<file path="src/rtl/sdram_boot_pkg.sv">
package sdram_boot_pkg;
  // {cs_n, ras_n, cas_n, we_n}
  localparam logic [3:0] CMD_NOP = 4'b0111;
  localparam logic [3:0] CMD_PRE = 4'b0010;
  localparam logic [3:0] CMD_REF = 4'b0001;
  localparam logic [3:0] CMD_MRS = 4'b0000;

  typedef enum logic [2:0] {
    ST_HOLD,
    ST_TRP,
    ST_TRC,
    ST_TRSC,
    ST_DONE,
    ST_STALL
  } boot_st_t;
endpackage

</file>
<file path="src/rtl/sdram_boot_timer.sv">
module sdram_boot_timer #(
  parameter int CW      = 8,
  parameter int RST_VAL = 0
) (
  input  logic          clk,
  input  logic          rst,
  input  logic          load,
  input  logic [CW-1:0] load_val,
  output logic          zero
);
  logic [CW-1:0] cnt_q;

  always_ff @(posedge clk) begin
    if (rst)            cnt_q <= CW'(RST_VAL);
    else if (load)      cnt_q <= load_val;
    else if (cnt_q != 0) cnt_q <= cnt_q - 1'b1;
  end

  assign zero = (cnt_q == '0);
endmodule

</file>
<file path="src/rtl/sdram_boot_mode.sv">
module sdram_boot_mode #(
  parameter int ADDR_W = 12
) (
  input  logic [2:0]        bl,
  input  logic              bt,
  input  logic [2:0]        cl,
  input  logic              wm,
  output logic [ADDR_W-1:0] word,
  output logic              ok
);
  logic bl_ok, cl_ok;

  always_comb begin
    word      = '0;
    word[2:0] = bl;
    word[3]   = bt;
    word[6:4] = cl;
    word[9]   = wm;
  end

  assign bl_ok = (bl[2] == 1'b0) || (bl == 3'b111 && !bt);
  assign cl_ok = (cl == 3'b010) || (cl == 3'b011);
  assign ok    = bl_ok && cl_ok;
endmodule

</file>
<file path="src/rtl/sdram_boot_seq.sv">
module sdram_boot_seq
  import sdram_boot_pkg::*;
#(
  parameter int ADDR_W   = 12,
  parameter int BA_W     = 2,
  parameter int WAIT_CYC = 20000,
  parameter int T_RP     = 3,
  parameter int T_RC     = 8,
  parameter int T_RSC    = 2,
  parameter int REF_CNT  = 8
) (
  input  logic              clk,
  input  logic              rst,
  input  logic [2:0]        cfg_bl,
  input  logic              cfg_bt,
  input  logic [2:0]        cfg_cl,
  input  logic              cfg_wm,
  output logic              cke,
  output logic              dqm,
  output logic              cs_n,
  output logic              ras_n,
  output logic              cas_n,
  output logic              we_n,
  output logic [BA_W-1:0]   ba,
  output logic [ADDR_W-1:0] addr,
  output logic              init_done,
  output logic              cfg_err
);
  localparam int REF_N = (REF_CNT < 8) ? 8 : REF_CNT;
  localparam int M1    = (WAIT_CYC > T_RP) ? WAIT_CYC : T_RP;
  localparam int M2    = (T_RC > T_RSC) ? T_RC : T_RSC;
  localparam int MAXC  = (M1 > M2) ? M1 : M2;
  localparam int CW    = $clog2(MAXC + 1);
  localparam int RW    = $clog2(REF_N + 1);

  boot_st_t          st_q, st_d;
  logic [RW-1:0]     refs_q, refs_d;
  logic              ld, tmr_zero;
  logic [CW-1:0]     ld_val;
  logic [3:0]        cmd_q, cmd_d;
  logic [ADDR_W-1:0] addr_q, addr_d;
  logic              done_q, done_d, err_q, err_d;
  logic              cke_q, dqm_q;
  logic [ADDR_W-1:0] mode_word;
  logic              mode_ok;

  sdram_boot_timer #(.CW(CW), .RST_VAL(WAIT_CYC - 1)) u_timer (
    .clk(clk), .rst(rst), .load(ld), .load_val(ld_val), .zero(tmr_zero)
  );

  sdram_boot_mode #(.ADDR_W(ADDR_W)) u_mode (
    .bl(cfg_bl), .bt(cfg_bt), .cl(cfg_cl), .wm(cfg_wm),
    .word(mode_word), .ok(mode_ok)
  );

  always_comb begin
    st_d   = st_q;
    refs_d = refs_q;
    cmd_d  = CMD_NOP;
    addr_d = '0;
    ld     = 1'b0;
    ld_val = '0;
    done_d = done_q;
    err_d  = err_q;
    case (st_q)
      ST_HOLD: if (tmr_zero) begin
        cmd_d      = CMD_PRE;
        addr_d[10] = 1'b1;
        ld         = 1'b1;
        ld_val     = CW'(T_RP - 1);
        st_d       = ST_TRP;
      end
      ST_TRP: if (tmr_zero) begin
        cmd_d  = CMD_REF;
        refs_d = RW'(1);
        ld     = 1'b1;
        ld_val = CW'(T_RC - 1);
        st_d   = ST_TRC;
      end
      ST_TRC: if (tmr_zero) begin
        if (refs_q == RW'(REF_N)) begin
          if (mode_ok) begin
            cmd_d  = CMD_MRS;
            addr_d = mode_word;
            ld     = 1'b1;
            ld_val = CW'(T_RSC - 1);
            st_d   = ST_TRSC;
          end else begin
            err_d = 1'b1;
            st_d  = ST_STALL;
          end
        end else begin
          cmd_d  = CMD_REF;
          refs_d = refs_q + 1'b1;
          ld     = 1'b1;
          ld_val = CW'(T_RC - 1);
        end
      end
      ST_TRSC: if (tmr_zero) begin
        done_d = 1'b1;
        st_d   = ST_DONE;
      end
      default: ;
    endcase
  end

  always_ff @(posedge clk) begin
    if (rst) begin
      st_q   <= ST_HOLD;
      refs_q <= '0;
      cmd_q  <= CMD_NOP;
      addr_q <= '0;
      done_q <= 1'b0;
      err_q  <= 1'b0;
      cke_q  <= 1'b1;
      dqm_q  <= 1'b1;
    end else begin
      st_q   <= st_d;
      refs_q <= refs_d;
      cmd_q  <= cmd_d;
      addr_q <= addr_d;
      done_q <= done_d;
      err_q  <= err_d;
      cke_q  <= 1'b1;
      dqm_q  <= 1'b1;
    end
  end

  assign {cs_n, ras_n, cas_n, we_n} = cmd_q;
  assign addr      = addr_q;
  assign ba        = '0;
  assign cke       = cke_q;
  assign dqm       = dqm_q;
  assign init_done = done_q;
  assign cfg_err   = err_q;
endmodule

</file>
<file path="config.mk">
export PLATFORM = sky130hd
export DESIGN_NAME = sdram_boot_seq
export DESIGN_NICKNAME = d
export VERILOG_FILES = /design/src/rtl/sdram_boot_pkg.sv /design/src/rtl/sdram_boot_timer.sv /design/src/rtl/sdram_boot_mode.sv /design/src/rtl/sdram_boot_seq.sv
export SDC_FILE = /design/constraint.sdc
export NUM_CORES = 1
export LEC_CHECK = 0
export ABC_AREA = 1
export BUFFER_PORTS_ARGS = -buffer_cell sky130_fd_sc_hd__clkbuf_2
export CAP_MARGIN = 15
export CORE_MARGIN = 4
export CORE_UTILIZATION = 56
export DETAILED_ROUTE_END_ITERATION = 8
export PLACE_DENSITY = 0.86
export SLEW_MARGIN = 20
export SYNTH_ARGS = -nofsm -noshare
export SYNTH_HDL_FRONTEND = slang
export SYNTH_SLANG_ARGS = --single-unit
</file>
<file path="constraint.sdc">
create_clock -name clk -period 1.75 [get_ports clk]
set_clock_uncertainty 0.05 [all_clocks]
set_input_delay 0.35 -clock clk [delete_from_list [all_inputs] [get_ports clk]]
set_output_delay 0.35 -clock clk [all_outputs]
set_load 0.01 [all_outputs]
</file>
==> impl_metrics.xml <==
<?xml version="1.0" encoding="UTF-8"?>
<metrics>
  <group name="run_status">
    <metric name="outcome" unit="">finished clean</metric>
  </group>
  <group name="drt">
    <metric name="via_density_per_instance" unit="">4.93</metric>
    <metric name="drt-pass1-iter-count" unit="">4</metric>
    <metric name="drcViolationCount" unit="">0</metric>
    <metric name="avgRoutedWirePerCell" unit="microns">11.9</metric>
    <metric name="num_vias" unit="">1730</metric>
    <metric name="detailedRoute.firstIterationViolations" unit="">164</metric>
    <metric name="antenna_violating_nets_post_route" unit="">0</metric>
    <metric name="routed_wire_length" unit="microns">4180</metric>
  </group>
  <group name="floorplan">
    <metric name="floorplan.io_pins" unit="">32</metric>
    <metric name="die_w" unit="microns">67.7</metric>
    <metric name="initial_core_util" unit="%">58.9</metric>
    <metric name="dieArea" unit="sq um">4580</metric>
    <metric name="die_height" unit="microns">67.7</metric>
    <metric name="fp-row-count" unit="">21</metric>
    <metric name="fp.coreArea" unit="sq um">3390</metric>
  </group>
  <group name="sta">
    <metric name="finalCriticalPeriod" unit="ns">1.67</metric>
    <metric name="final.hold.worst_slack" unit="ns">0.143</metric>
    <metric name="fin_crit_sh" unit="%">95.2</metric>
    <metric name="hold_viol_final" unit="">0</metric>
    <metric name="totalNegativeSetupSlack" unit="ns">0</metric>
    <metric name="finalSetupViolations" unit="">0</metric>
    <metric name="worst_slack" unit="ns">0.0833</metric>
    <metric name="max_freq" unit="MHz">600</metric>
    <metric name="drv_slew" unit="">0</metric>
  </group>
  <group name="clock_tree">
    <metric name="cts.reportedPaths.clkPinSlew" unit="ns">0.12</metric>
    <metric name="cts-root-to-sink-buffers" unit="">2</metric>
    <metric name="clock_sink_count" unit="">36</metric>
    <metric name="clock_latency" unit="ns">0.35</metric>
    <metric name="numCtsBuffers" unit="">5</metric>
    <metric name="cts.htree.levels" unit="">2</metric>
    <metric name="number_of_buffers_inserted_by_post_cts_setup_repair" unit="">0</metric>
    <metric name="ctsRootBufferMaster" unit="">clkbuf_4</metric>
    <metric name="cts_tree" unit="">built</metric>
  </group>
  <group name="cells_and_area">
    <metric name="number_of_antenna_repair_diodes" unit="">0</metric>
    <metric name="fin_nets" unit="">318</metric>
    <metric name="layout-area-overhead-vs-synth" unit="%">13.2</metric>
    <metric name="multi_input_combinational_cell_area" unit="sq um">1090</metric>
    <metric name="layout-drive-gt1-share" unit="%">28.9</metric>
    <metric name="regArea" unit="sq um">722</metric>
    <metric name="fill_cells" unit="">287</metric>
    <metric name="final_cells" unit="">351</metric>
  </group>
  <group name="yosys">
    <metric name="postSynth.asyncResetShare" unit="%">0</metric>
    <metric name="sequential_fraction_of_the_synthesis_area" unit="%">36.1</metric>
    <metric name="synth-seq-cells" unit="">36</metric>
    <metric name="avgSynthCellArea" unit="sq um">7.39</metric>
    <metric name="mappedNetlistArea" unit="sq um">2000</metric>
    <metric name="synth_cells" unit="">270</metric>
    <metric name="synthDistinctLibCells" unit="">32</metric>
    <metric name="ys_warn_count" unit="">0</metric>
    <metric name="flip_flop_cell_with_the_highest_count_after_synthesis" unit="">dfxtp_1</metric>
    <metric name="synth-edff-count" unit="">0</metric>
  </group>
  <group name="critical_path">
    <metric name="critical-path-top-delay-family" unit="">simple AND/OR/NAND/NOR gates</metric>
    <metric name="worst_path_most_repeated_cell" unit="">nand2_2</metric>
    <metric name="crit_path_max_incr_delay" unit="ns">0.34</metric>
    <metric name="path_cells" unit="">inv_2 &gt; ha_1 &gt; inv_1 &gt; nor2_2 &gt; nand2_2 &gt; nor2_4 &gt; nand2_2 &gt; buf_6 &gt; nor2_8 &gt; nand2_1 &gt; a21oi_1 &gt; nand3b_1</metric>
    <metric name="critPathArrivalTime" unit="ns">1.87</metric>
    <metric name="cp_slowest_cell" unit="">dfxtp_2</metric>
    <metric name="timing.critical_path.required" unit="ns">1.95</metric>
    <metric name="critical_path_peak_fanout" unit="">10</metric>
    <metric name="cp-end-kind" unit="">flip-flop</metric>
    <metric name="timing.critical_path.from_type" unit="">flip-flop</metric>
    <metric name="setup.worst_path.class" unit="">flip-flop to flip-flop</metric>
    <metric name="worst-path-buf-inv" unit="">3</metric>
  </group>
  <group name="pwr">
    <metric name="largest_voltage_drop_on_the_vdd_net" unit="mV">0.326</metric>
    <metric name="p_total" unit="mW">1.40</metric>
    <metric name="power_density_over_cell_area" unit="nW/um^2">618</metric>
    <metric name="power_leakage" unit="nW">1.09</metric>
  </group>
  <group name="grt">
    <metric name="vias_in_the_first_global_route" unit="">1583</metric>
    <metric name="grt_first_pass_wirelength" unit="microns">6890</metric>
    <metric name="met2_global_route_usage" unit="%">32.0</metric>
    <metric name="grt_start_max_net_pins" unit="">15</metric>
    <metric name="grt_util_all_layers" unit="%">20.0</metric>
    <metric name="remaining_global_route_overflow" unit="">0</metric>
    <metric name="grt.met1_usage" unit="%">24.1</metric>
    <metric name="antenna_violations_before_repair" unit="">0</metric>
    <metric name="use_met3" unit="%">5.99</metric>
    <metric name="busiest_metal_layer_after_global_routing" unit="">met2</metric>
  </group>
  <group name="min_path">
    <metric name="hold_path.class" unit="">input pin to flip-flop</metric>
  </group>
  <group name="placed_design">
    <metric name="place.detailed.instances" unit="">342</metric>
    <metric name="pre_cts_slack" unit="ns">0.0694</metric>
    <metric name="placement.io_buffers" unit="">23</metric>
    <metric name="place.detailed.hpwl" unit="microns">3060</metric>
    <metric name="place_congestion" unit="">0.895</metric>
  </group>
  <group name="flow_run">
    <metric name="count_of_max_cap_constraint_violations" unit="">0</metric>
  </group>
</metrics>
==> Yosys cell counts (all sizes together) (3+ instances only) <==
master,instances,area (sq um)
ha,4,50.1
dfxtp,36,721
inv,41,154
nor3,3,26.3
xor2,7,61.3
a21oi,13,72.6
nand2,66,295
nand4,6,58.8
nor2,46,267
nand3,23,128
buf,9,71.3
o21ai,5,25.0
==> worst register-to-register path, stage by stage (launching register included) <==
cell      delay [ns]
dfxtp_2         0.34
inv_2           0.07
ha_1            0.16
inv_1           0.06
nor2_2          0.10
nand2_2         0.08
nor2_4          0.10
nand2_2         0.06
buf_6           0.15
nor2_8          0.11
nand2_1         0.07
a21oi_1         0.14
nand3b_1        0.09
==> layer usage <==
metal	vias up	wire (microns)
met2	62	2070
met1	771	1770
li1	891	-
met4	0	58
met3	6	283
met5	-	0
==> placed cells by master, fill, tap and decap left out, drive strengths merged <==
cell / netlist / final
nand3b: 1 / 1
nor2: 46 / 47
clkbuf: 2 / 30
conb: 2 / 9
nand3: 23 / 23
dfxtp: 36 / 36
nor3: 3 / 3
clkinvlp: 0 / 1
nor4: 2 / 2
a21oi: 13 / 13
nand4: 6 / 6
ha: 4 / 4
a31oi: 1 / 1
o211ai: 1 / 1
nand2: 66 / 66
xnor2: 2 / 2
xor2: 7 / 7
buf: 9 / 7
o21ai: 5 / 5
inv: 41 / 41
==> worst paths after layout <==
kind,start,to,slack [ns],cells past startpoint
worst min register to register,init_done,init_done,0.42,2
worst max register to register,u_timer.cnt_q[0],cmd_q[0],0.08,12
worst min-delay path,cfg_wm,addr[9],0.14,3
worst max-delay path,u_timer.cnt_q[0],cmd_q[0],0.08,12
==> per-stage QoR <==
| step | cell area [sq um] | util (%) |
|---|---|---|
| finish | 2260 | 66.7 |
| global route | 2260 | 66.7 |
| detailed placement | 2170 | 64.0 |
| CTS | 2230 | 65.9 |
| floorplan | 2020 | - |
| global placement | 2170 | 64.0 |
==> sequential cells by signal (all words and copies together) (netlist names) <==
| register | count |
|---|---|
| addr | 9 |
| cfg_err | 1 |
| cmd_q | 3 |
| init_done | 1 |
| refs_q | 4 |
| st_q | 3 |
| u_timer.cnt_q | 15 |
==> power by group <==
part           total [mW]  internal, mW  switching, mW
Sequential          0.832         0.826        0.00566
Combinational      0.0853        0.0315         0.0537
Clock               0.478         0.197          0.282
Total                1.40          1.05          0.341
==> timing repair <==
action / CTS / global route
endpoints found under the setup margin: 1 / 24
hold buffers: 0 / 0
gates resized for setup: 1 / 8
pin swaps: 0 / 1
gates cloned: 0 / 1
==> cells by family after synthesis <==
family,share of synthesized area [%]
flip-flops,36.1
AND/OR/NAND/NOR,39.8
adder cells (fa/ha/maj),2.51
other,0.376
AO/OA/AOI/OAI,5.58
XOR/XNOR,3.95
buffers and inverters,11.7
==> final cells by class <==
class                           instances  share of cell area (%)
Multi-Input combinational cell        190                    48.3
Sequential cell                        36                    31.9
Timing Repair Buffer                   30                    7.59
Inverter                               41                    6.81
Tap cell                               46                    2.55
Clock buffer                            7                    2.44
Clock inverter                          1                   0.332
Power figures use the tool's default switching activity.
